$ cat src/rtl/rxr_pkg.sv
// Package: shared state type, status-word bit positions and descriptor
// word offsets for the receive descriptor ring writer.
package rxr_pkg;

    typedef enum logic [3:0] {
        S_IDLE,
        S_RD_STAT,
        S_PARK,
        S_RD_CTRL,
        S_RD_BUF,
        S_RD_BR,
        S_RECV,
        S_WR_DATA,
        S_WR_STAT
    } rxr_state_t;

    // Status word layout (fixed: software decodes it)
    localparam int OWN_BIT   = 31;
    localparam int LEN_LSB   = 16;
    localparam int OK_BIT    = 15;
    localparam int DST_LSB   = 11;
    localparam int FIRST_BIT = 9;
    localparam int LAST_BIT  = 8;
    localparam int UNDF_BIT  = 7;
    localparam int ERR_LSB   = 1;
    localparam int SUM_BIT   = 0;
    localparam int N_ERR     = 6;
    localparam int N_DST     = 3;

    // Descriptor word byte offsets
    localparam logic [31:0] OFS_STAT = 32'd0;
    localparam logic [31:0] OFS_CTRL = 32'd4;
    localparam logic [31:0] OFS_BUF  = 32'd8;
    localparam logic [31:0] OFS_BR   = 32'd12;

endpackage

$ cat src/rtl/rxr_byte_packer.sv
// Module: rxr_byte_packer
// Gathers accepted frame bytes into one little-endian word, tracking which
// lanes are filled, the total stored byte count and the index of the word
// being assembled inside the buffer.
// Assumes: push and drain are never high together; drain follows a write of
// the held word; clr starts a new frame.
module rxr_byte_packer #(
    parameter int LEN_W = 11,
    parameter int LANES = 4,
    localparam int LANE_W = $clog2(LANES),
    localparam int WIDX_W = LEN_W - LANE_W
) (
    input  logic                 clk,
    input  logic                 rst_n,
    input  logic                 clr,
    input  logic                 push,
    input  logic                 drain,
    input  logic [7:0]           byte_in,
    output logic [LANES*8-1:0]   word_o,
    output logic [LANES-1:0]     be_o,
    output logic [LEN_W-1:0]     cnt_o,
    output logic [WIDX_W-1:0]    widx_o,
    output logic                 lane_last_o
);

    logic [LANE_W-1:0] lane_q;
    logic [LEN_W-1:0]  cnt_q;
    logic [WIDX_W-1:0] widx_q;

    // Per-lane byte and enable registers
    for (genvar g = 0; g < LANES; g++) begin : g_lane
        logic [7:0] byte_q;
        logic       en_q;

        // Capture a byte when it lands in this lane
        always_ff @(posedge clk) begin
            if (!rst_n || clr) begin
                byte_q <= '0;
            end else if (push && lane_q == LANE_W'(g)) begin
                byte_q <= byte_in;
            end
        end

        // Mark the lane filled until the word is written out
        always_ff @(posedge clk) begin
            if (!rst_n || clr || drain) begin
                en_q <= 1'b0;
            end else if (push && lane_q == LANE_W'(g)) begin
                en_q <= 1'b1;
            end
        end

        assign word_o[g*8 +: 8] = byte_q;
        assign be_o[g]          = en_q;
    end

    // Lane pointer, byte count and word index
    always_ff @(posedge clk) begin
        if (!rst_n || clr) begin
            lane_q <= '0;
            cnt_q  <= '0;
            widx_q <= '0;
        end else begin
            if (push) begin
                lane_q <= lane_q + 1'b1;
                cnt_q  <= cnt_q + 1'b1;
            end
            if (drain) begin
                widx_q <= widx_q + 1'b1;
            end
        end
    end

    assign cnt_o       = cnt_q;
    assign widx_o      = widx_q;
    assign lane_last_o = (lane_q == LANE_W'(LANES - 1));

    AST_NO_PUSH_DRAIN: assert property (@(posedge clk) disable iff (!rst_n)
        !(push && drain));
    AST_DRAIN_HAS_DATA: assert property (@(posedge clk) disable iff (!rst_n)
        drain |-> (be_o != '0));

endmodule

$ cat src/rtl/rxr_status_word.sv
// Module: rxr_status_word
// Builds the status word written back to a finished descriptor from the
// stored length, the latched upstream flags and the truncation flag.
// Assumes: LEN_W is at most 11 so the length fits its field.
module rxr_status_word
    import rxr_pkg::*;
#(
    parameter int LEN_W = 11
) (
    input  logic [LEN_W-1:0] len,
    input  logic [N_ERR-1:0] err,
    input  logic [N_DST-1:0] dst,
    input  logic             trunc,
    output logic [31:0]      status
);

    logic any_err;

    // Summary of all error causes, truncation included
    always_comb begin
        any_err = (|err) | trunc;
    end

    // Field placement; ownership left clear to hand the descriptor back
    always_comb begin
        status                     = '0;
        status[LEN_LSB +: LEN_W]   = len;
        status[ERR_LSB +: N_ERR]   = err;
        status[UNDF_BIT]           = trunc;
        status[SUM_BIT]            = any_err;
        status[OK_BIT]             = !any_err;
        status[DST_LSB +: N_DST]   = dst;
        status[FIRST_BIT]          = 1'b1;
        status[LAST_BIT]           = 1'b1;
    end

endmodule

$ cat src/rtl/rxr_seq.sv
// Module: rxr_seq
// Sequencer of the ring writer: fetches descriptors, parks on unowned ones,
// steers frame bytes to the packer, issues data and status writes, follows
// the branch pointer and raises the cause pulses.
// Assumes: memory holds each request until ack; read data valid with ack;
// buffer addresses are word aligned.
module rxr_seq
    import rxr_pkg::*;
#(
    parameter int LEN_W = 11,
    parameter int LANES = 4,
    localparam int LANE_W = $clog2(LANES),
    localparam int WIDX_W = LEN_W - LANE_W
) (
    input  logic                 clk,
    input  logic                 rst_n,
    input  logic                 base_load,
    input  logic [31:0]          base_addr,
    input  logic                 rx_poll,
    input  logic                 rx_valid,
    input  logic                 rx_last,
    input  logic [N_ERR-1:0]     rx_err,
    input  logic [N_DST-1:0]     rx_dst,
    output logic                 rx_ready,
    output logic                 mem_req,
    output logic                 mem_we,
    output logic [31:0]          mem_addr,
    output logic [31:0]          mem_wdata,
    output logic [LANES-1:0]     mem_be,
    input  logic                 mem_ack,
    input  logic [31:0]          mem_rdata,
    output logic                 irq_rx_ok,
    output logic                 irq_rx_err,
    output logic                 irq_no_buf,
    output logic                 pk_clr,
    output logic                 pk_push,
    output logic                 pk_drain,
    input  logic [LANES*8-1:0]   pk_word,
    input  logic [LANES-1:0]     pk_be,
    input  logic [LEN_W-1:0]     pk_cnt,
    input  logic [WIDX_W-1:0]    pk_widx,
    input  logic                 pk_lane_last,
    input  logic [31:0]          st_word,
    output logic [N_ERR-1:0]     st_err,
    output logic [N_DST-1:0]     st_dst,
    output logic                 st_trunc
);

    rxr_state_t        state_q, state_d;
    logic [31:0]       cur_q, buf_q, br_q;
    logic [LEN_W-1:0]  size_q;
    logic              done_q, trunc_q;
    logic [N_ERR-1:0]  err_q;
    logic [N_DST-1:0]  dst_q;
    logic              irq_ok_q, irq_err_q, irq_nb_q;
    logic              beat, room, has_data, reload;

    // Stream acceptance and buffer room
    always_comb begin
        rx_ready = (state_q == S_RECV);
        beat     = rx_valid && rx_ready;
        room     = (pk_cnt < size_q);
        pk_push  = beat && room;
        has_data = (pk_be != '0) || pk_push;
        pk_clr   = (state_q == S_RD_BR) && mem_ack;
        pk_drain = (state_q == S_WR_DATA) && mem_ack;
        reload   = base_load && (state_q == S_IDLE || state_q == S_PARK);
    end

    // Next-state selection
    always_comb begin
        state_d = state_q;
        unique case (state_q)
            S_IDLE:    if (base_load) state_d = S_RD_STAT;
            S_PARK:    if (base_load || rx_poll) state_d = S_RD_STAT;
            S_RD_STAT: if (mem_ack) state_d = mem_rdata[OWN_BIT] ? S_RD_CTRL : S_PARK;
            S_RD_CTRL: if (mem_ack) state_d = S_RD_BUF;
            S_RD_BUF:  if (mem_ack) state_d = S_RD_BR;
            S_RD_BR:   if (mem_ack) state_d = S_RECV;
            S_RECV: begin
                if (beat && rx_last) begin
                    state_d = has_data ? S_WR_DATA : S_WR_STAT;
                end else if (pk_push && pk_lane_last) begin
                    state_d = S_WR_DATA;
                end
            end
            S_WR_DATA: if (mem_ack) state_d = done_q ? S_WR_STAT : S_RECV;
            S_WR_STAT: if (mem_ack) state_d = S_RD_STAT;
            default:   state_d = S_IDLE;
        endcase
    end

    // State register
    always_ff @(posedge clk) begin
        if (!rst_n) state_q <= S_IDLE;
        else        state_q <= state_d;
    end

    // Current descriptor address: loaded by software or taken from branch
    always_ff @(posedge clk) begin
        if (!rst_n) begin
            cur_q <= '0;
        end else if (reload) begin
            cur_q <= base_addr;
        end else if (state_q == S_WR_STAT && mem_ack) begin
            cur_q <= br_q;
        end
    end

    // Descriptor fields captured as they are read
    always_ff @(posedge clk) begin
        if (!rst_n) begin
            size_q <= '0;
            buf_q  <= '0;
            br_q   <= '0;
        end else if (mem_ack) begin
            if (state_q == S_RD_CTRL) size_q <= mem_rdata[LEN_W-1:0];
            if (state_q == S_RD_BUF)  buf_q  <= mem_rdata;
            if (state_q == S_RD_BR)   br_q   <= mem_rdata;
        end
    end

    // Per-frame flags: end seen, truncation, upstream results
    always_ff @(posedge clk) begin
        if (!rst_n || pk_clr) begin
            done_q  <= 1'b0;
            trunc_q <= 1'b0;
            err_q   <= '0;
            dst_q   <= '0;
        end else if (beat) begin
            if (!room) trunc_q <= 1'b1;
            if (rx_last) begin
                done_q <= 1'b1;
                err_q  <= rx_err;
                dst_q  <= rx_dst;
            end
        end
    end

    // Cause pulses, raised the cycle after the deciding access completes
    always_ff @(posedge clk) begin
        if (!rst_n) begin
            irq_ok_q  <= 1'b0;
            irq_err_q <= 1'b0;
            irq_nb_q  <= 1'b0;
        end else begin
            irq_ok_q  <= (state_q == S_WR_STAT) && mem_ack && !st_word[SUM_BIT];
            irq_err_q <= (state_q == S_WR_STAT) && mem_ack &&  st_word[SUM_BIT];
            irq_nb_q  <= (state_q == S_RD_STAT) && mem_ack && !mem_rdata[OWN_BIT];
        end
    end

    // Memory request decode per state
    always_comb begin
        mem_req   = 1'b0;
        mem_we    = 1'b0;
        mem_addr  = cur_q;
        mem_wdata = '0;
        mem_be    = '1;
        unique case (state_q)
            S_RD_STAT: begin mem_req = 1'b1; mem_addr = cur_q + OFS_STAT; end
            S_RD_CTRL: begin mem_req = 1'b1; mem_addr = cur_q + OFS_CTRL; end
            S_RD_BUF:  begin mem_req = 1'b1; mem_addr = cur_q + OFS_BUF;  end
            S_RD_BR:   begin mem_req = 1'b1; mem_addr = cur_q + OFS_BR;   end
            S_WR_DATA: begin
                mem_req   = 1'b1;
                mem_we    = 1'b1;
                mem_addr  = buf_q + {{(32-LEN_W){1'b0}}, pk_widx, {LANE_W{1'b0}}};
                mem_wdata = pk_word;
                mem_be    = pk_be;
            end
            S_WR_STAT: begin
                mem_req   = 1'b1;
                mem_we    = 1'b1;
                mem_addr  = cur_q + OFS_STAT;
                mem_wdata = st_word;
            end
            default: ;
        endcase
    end

    assign irq_rx_ok  = irq_ok_q;
    assign irq_rx_err = irq_err_q;
    assign irq_no_buf = irq_nb_q;
    assign st_err     = err_q;
    assign st_dst     = dst_q;
    assign st_trunc   = trunc_q;

    AST_REQ_HOLD: assert property (@(posedge clk) disable iff (!rst_n)
        (mem_req && !mem_ack) |=> (mem_req && $stable(mem_addr) && $stable(mem_we)));
    AST_NOBUF_PARKS: assert property (@(posedge clk) disable iff (!rst_n)
        irq_no_buf |-> (state_q == S_PARK && !mem_req && !rx_ready));
    AST_ONE_CAUSE: assert property (@(posedge clk) disable iff (!rst_n)
        $onehot0({irq_rx_ok, irq_rx_err, irq_no_buf}));
    AST_LEN_FITS: assert property (@(posedge clk) disable iff (!rst_n)
        (state_q == S_WR_STAT) |-> (pk_cnt <= size_q));
    AST_WR_IN_BUF: assert property (@(posedge clk) disable iff (!rst_n)
        (state_q == S_WR_DATA) |-> ({pk_widx, {LANE_W{1'b0}}} < size_q));

endmodule

$ cat src/rtl/rx_desc_ring_writer.sv
// Module: rx_desc_ring_writer
// Top of the receive descriptor ring writer: joins the sequencer, the byte
// packer and the status builder behind one memory port and one frame stream.
// Assumes: a 32-bit memory with request/ack handshake; upstream flags are
// held stable for the whole frame.
module rx_desc_ring_writer
    import rxr_pkg::*;
#(
    parameter int LEN_W = 11,
    parameter int LANES = 4,
    localparam int LANE_W = $clog2(LANES),
    localparam int WIDX_W = LEN_W - LANE_W
) (
    input  logic         clk,
    input  logic         rst_n,
    input  logic         base_load,
    input  logic [31:0]  base_addr,
    input  logic         rx_poll,
    input  logic         rx_valid,
    input  logic [7:0]   rx_data,
    input  logic         rx_last,
    input  logic [5:0]   rx_err,
    input  logic [2:0]   rx_dst,
    output logic         rx_ready,
    output logic         mem_req,
    output logic         mem_we,
    output logic [31:0]  mem_addr,
    output logic [31:0]  mem_wdata,
    output logic [3:0]   mem_be,
    input  logic         mem_ack,
    input  logic [31:0]  mem_rdata,
    output logic         irq_rx_ok,
    output logic         irq_rx_err,
    output logic         irq_no_buf
);

    logic                pk_clr, pk_push, pk_drain, pk_lane_last;
    logic [LANES*8-1:0]  pk_word;
    logic [LANES-1:0]    pk_be;
    logic [LEN_W-1:0]    pk_cnt;
    logic [WIDX_W-1:0]   pk_widx;
    logic [31:0]         st_word;
    logic [N_ERR-1:0]    st_err;
    logic [N_DST-1:0]    st_dst;
    logic                st_trunc;

    rxr_seq #(.LEN_W(LEN_W), .LANES(LANES)) u_seq (
        .clk(clk), .rst_n(rst_n),
        .base_load(base_load), .base_addr(base_addr), .rx_poll(rx_poll),
        .rx_valid(rx_valid), .rx_last(rx_last), .rx_err(rx_err), .rx_dst(rx_dst),
        .rx_ready(rx_ready),
        .mem_req(mem_req), .mem_we(mem_we), .mem_addr(mem_addr),
        .mem_wdata(mem_wdata), .mem_be(mem_be), .mem_ack(mem_ack), .mem_rdata(mem_rdata),
        .irq_rx_ok(irq_rx_ok), .irq_rx_err(irq_rx_err), .irq_no_buf(irq_no_buf),
        .pk_clr(pk_clr), .pk_push(pk_push), .pk_drain(pk_drain),
        .pk_word(pk_word), .pk_be(pk_be), .pk_cnt(pk_cnt), .pk_widx(pk_widx),
        .pk_lane_last(pk_lane_last),
        .st_word(st_word), .st_err(st_err), .st_dst(st_dst), .st_trunc(st_trunc)
    );

    rxr_byte_packer #(.LEN_W(LEN_W), .LANES(LANES)) u_pack (
        .clk(clk), .rst_n(rst_n),
        .clr(pk_clr), .push(pk_push), .drain(pk_drain), .byte_in(rx_data),
        .word_o(pk_word), .be_o(pk_be), .cnt_o(pk_cnt), .widx_o(pk_widx),
        .lane_last_o(pk_lane_last)
    );

    rxr_status_word #(.LEN_W(LEN_W)) u_stat (
        .len(pk_cnt), .err(st_err), .dst(st_dst), .trunc(st_trunc),
        .status(st_word)
    );

endmodule

$ cat config.mk
export PLATFORM = sky130hd
export DESIGN_NAME = rx_desc_ring_writer
export DESIGN_NICKNAME = d
export VERILOG_FILES = /design/src/rtl/rxr_pkg.sv /design/src/rtl/rxr_byte_packer.sv /design/src/rtl/rxr_status_word.sv /design/src/rtl/rxr_seq.sv /design/src/rtl/rx_desc_ring_writer.sv
export SDC_FILE = /design/constraint.sdc
export NUM_CORES = 1
export LEC_CHECK = 0
export BUFFER_PORTS_ARGS = -buffer_cell sky130_fd_sc_hd__buf_2
export CAP_MARGIN = 20
export CORE_MARGIN = 1.5
export CORE_UTILIZATION = 52
export DETAILED_ROUTE_END_ITERATION = 7
export HOLD_SLACK_MARGIN = 0.08
export PLACE_DENSITY = 0.74
export RECOVER_POWER = 50
export SYNTH_ARGS = -nofsm -noshare
export SYNTH_HDL_FRONTEND = slang
export SYNTH_SLANG_ARGS = --single-unit
$ cat constraint.sdc
create_clock -name clk -period 3 [get_ports clk]
set_clock_uncertainty 0.2 [all_clocks]
set_input_delay 0.45 -clock clk [delete_from_list [all_inputs] [get_ports clk]]
set_output_delay 0.45 -clock clk [all_outputs]
set_load 0.005 [all_outputs]
==> impl_metrics.toml <==
[run_status]
outcome = "finished, violations left"
violations = "setup timing"

[setup_path]
critPathRequiredTime_ps = 2350
r2r_slack_ps = 60
cp_cell_sequence = "ha_4, nand2_4, a211oi_4, a2111oi_4, a211oi_4, or3b_4, xor2_2, o22ai_2, buf_2"
critPathCapture = "mem_addr[31]"
cp_max_fo = 3
critical_path.startpoint_type = "flip-flop"
endpoint_kind = "primary output"
cp_slowest_cell = "or3b_4"
cp_slowest_stage_delay_ps = 430
path_buf_inv = 1
arrival_ps = 2790
cp.depth = 9
crit_path_frequent_cell = "a211oi_4"
critPathKind = "flip-flop to primary output"
worstRegToRegCells = 7
r2r_end = "u_seq.cur_q[28]"
rr_startpoint = "u_seq.state_q[3]"
worstSetupStartpoint = "u_seq.buf_q[6]"
cp_top_family = "compound AO/OA/AOI/OAI gates"

[finish]
final_nets = 1700
drive_above_1_share = 0.287
syn_to_final_growth_pct = 34.9
fin_cells = 1861
most-common-layout-cells = "293 x nand2_1, 166 x dfxtp_1, 157 x buf_2"
antenna_cells = 0
layout_commonest_cell = "nand2_1"

[synth]
synth_top_family_by_area = "simple AND/OR/NAND/NOR gates"
synth_cell_types = 69
yosysWarnings = 0
synth_fa_ha_area_frac = 0.0376
ys_seq_area_frac = 0.355
ys_async_sr_fraction = 0
synth_nets = 1432
synth.largest_area_cell = "dfxtp_1"
syn-cell-area_sq_um = 10300
synth.top_cell.area_share = 0.355
synthXorXnorAreaFrac = 0.0425
ys_ff_latch = 183
synth_cells = 1315
synthMuxAreaShare = 0.0466
synth_area_leaders = "dfxtp_1 36%, nand2_1 11%, mux2i_1 4.7%"
synth_compound_area_frac = 0.229
synth-simple-area-share = 0.245
synth_edf_count = 0
synthFlopType = "dfxtp_1"
syn_avg_cell_area_sq_um = 7.84

[power_and_ir_drop]
power_density_nw_per_um2 = 449
ir_worst_vdd_mv = 0.451
leakagePower_nw = 5.71

[hold_path]
min_path_type = "primary input to flip-flop"

[cts]
cts-root-buf = "clkbuf_16"
clk_pin_slew_ps = 70
clk-insertion-delay-late_ps = 450
clock-sinks = 183
cts_buffers = 17
clockBufferDepth = 2
cts_tree = "yes"
htreeDepth = 4

[route]
vias = 11100
first_iter_violations = 1105
drc = 0
wl_per_cell_um = 19.4
ant_nets = 0
routed_wirelength_mm = 36.1
vias_per_cell = 5.96
drt_pass1_iterations = 6

[sta]
setup_ws_ps = -437
hold_viol = 0
fmax_mhz = 291
relSlewSlack = 0.323
tightestPinTransition_ps = 1020
rsz0062_at_grt = "true"
period_share = 1.15
period_needed_ps = 3440
drv_slew = 0
setup_violations = 28
whs_ps = 84.9

[run]
max_cap_viol_count = 0

[global_routing]
grt_pass1_wl_mm = 55.4
grt_max_degree = 112
grt.overflow.total = 0
grt_use_total = 0.349
grt_pass1_vias = 10200
antenna_found_initial = 0

[placement]
port_buffers = 161
hpwl_mm = 25.1
placed_cells = 1783
preCtsSetupSlack_ps = -149
place.gp.congestion = 0.973

[floorplan]
io_pins = 162
coreArea_sq_um = 19500
die_area_sq_um = 20700
die_h_um = 144
die_w_um = 144
rows = 51
start_util = 0.530
metrics by stage:
step	instance area [sq um]	setup TNS, ps	util	total power [mW]
final	13900	-8550	0.715	6.25
after global routing	13900	-11620	0.715	6.48
after CTS	13800	-7170	0.709	6.20
after detailed placement	12100	-1080	0.623	3.84
after global placement	12100	-686	0.623	3.83
after floorplan	10300	0	-	3.29
timing repair:
item | 4_1_cts | 5_1_grt
endpoints found under the hold margin | 38 | 0
gates resized for setup | 148 | 41
pin swaps | 69 | 40
setup buffers | 20 | 5
gates cloned | 1 | 0
hold buffers | 28 | 0
setup endpoints to repair | 28 | 30
how the worst min path moves through the flow:
stage,startpoint,endpoint,slack [ps],cells past startpoint
2_1_floorplan,u_pack.g_lane[1].byte_q[2],u_pack.g_lane[1].byte_q[2],230,2
3_3_place_gp,u_pack.g_lane[1].byte_q[2],u_pack.g_lane[1].byte_q[2],240,2
3_5_place_dp,u_pack.g_lane[1].byte_q[2],u_pack.g_lane[1].byte_q[2],240,2
4_1_cts,rx_data[0],u_pack.g_lane[2].byte_q[0],80,3
5_1_grt,mem_rdata[14],u_seq.buf_q[14],90,3
6_report,mem_rdata[8],u_seq.buf_q[8],80,3
cell usage after synthesis (3+ instances only):
library cell	number
buf_2	13
a211oi_1	3
a21o_1	7
and4_1	7
nor3_2	3
inv_1	30
nand4_1	20
mux2i_1	48
nand2_1	299
o31ai_1	6
a221oi_1	5
a21boi_1	12
nor3_1	26
a21oi_1	80
nor2_1	70
o211a_1	32
a22oi_1	3
xor2_1	30
nand3_1	68
o21a_1	3
o211ai_1	5
o221ai_1	9
o21ai_0	43
and3_1	13
clkbuf_1	58
xnor2_1	20
nor2b_1	18
nor4_1	5
dfxtp_1	183
a211oi_2	3
and2_1	17
buf_1	12
o22ai_1	8
or2_2	3
a21boi_0	56
nand2b_1	4
a22o_1	21
ha_1	27
a31oi_1	8
flip-flops by register name, summed over array words and instances, names as in the netlist, 2 cells and up:
signal,count
u_seq.state_q,4
u_pack.lane_q,2
u_seq.st_dst,3
u_seq.cur_q,32
u_seq.buf_q,32
u_seq.st_err,6
u_seq.br_q,32
u_pack.g_lane.en_q,4
u_seq.size_q,11
u_pack.cnt_o,11
u_pack.widx_o,9
u_pack.g_lane.byte_q,32
kinds of logic after synthesis:
group	count (synthesis)
AO/OA/AOI/OAI	326
XOR/XNOR	50
adder cells (fa/ha/maj)	30
buffers and inverters	116
flip-flops	183
multiplexers	48
AND/OR/NAND/NOR	562
per-layer routing:
| layer | track usage | vias to the layer above | routed length, um |
|---|---|---|---|
| met4 | 0.104 | 0 | 765 |
| met5 | 0 | - | 0 |
| met1 | 0.494 | 5249 | 15800 |
| met2 | 0.526 | 630 | 16000 |
| li1 | - | 5155 | - |
| met3 | 0.0823 | 66 | 3530 |
report_power, final:
group          switching [mW]  leakage, nW  internal [mW]
Sequential              0.117         1.49           2.52
Combinational           0.747         3.93          0.577
Clock                    1.16        0.292           1.13
area by class of cell:
class / count / area [sq um]
fill: 1523 / 5550
timing repair buffer: 332 / 2250
multi-input combinational: 1017 / 6900
tap: 265 / 332
clock buffer: 17 / 425
inverter: 32 / 123
sequential: 183 / 3690
clock inverter: 15 / 186
worst register-to-register path: cells and delay by family, from the launching register on:
kind,cells,cell delay (ps)
DFF,1,330
AOI/OAI and AO/OA,1,130
buffers and inverters,2,760
and+or+nand+nor,3,1150
muxes,1,260
Note: power is estimated with default switching activity, not from simulation.
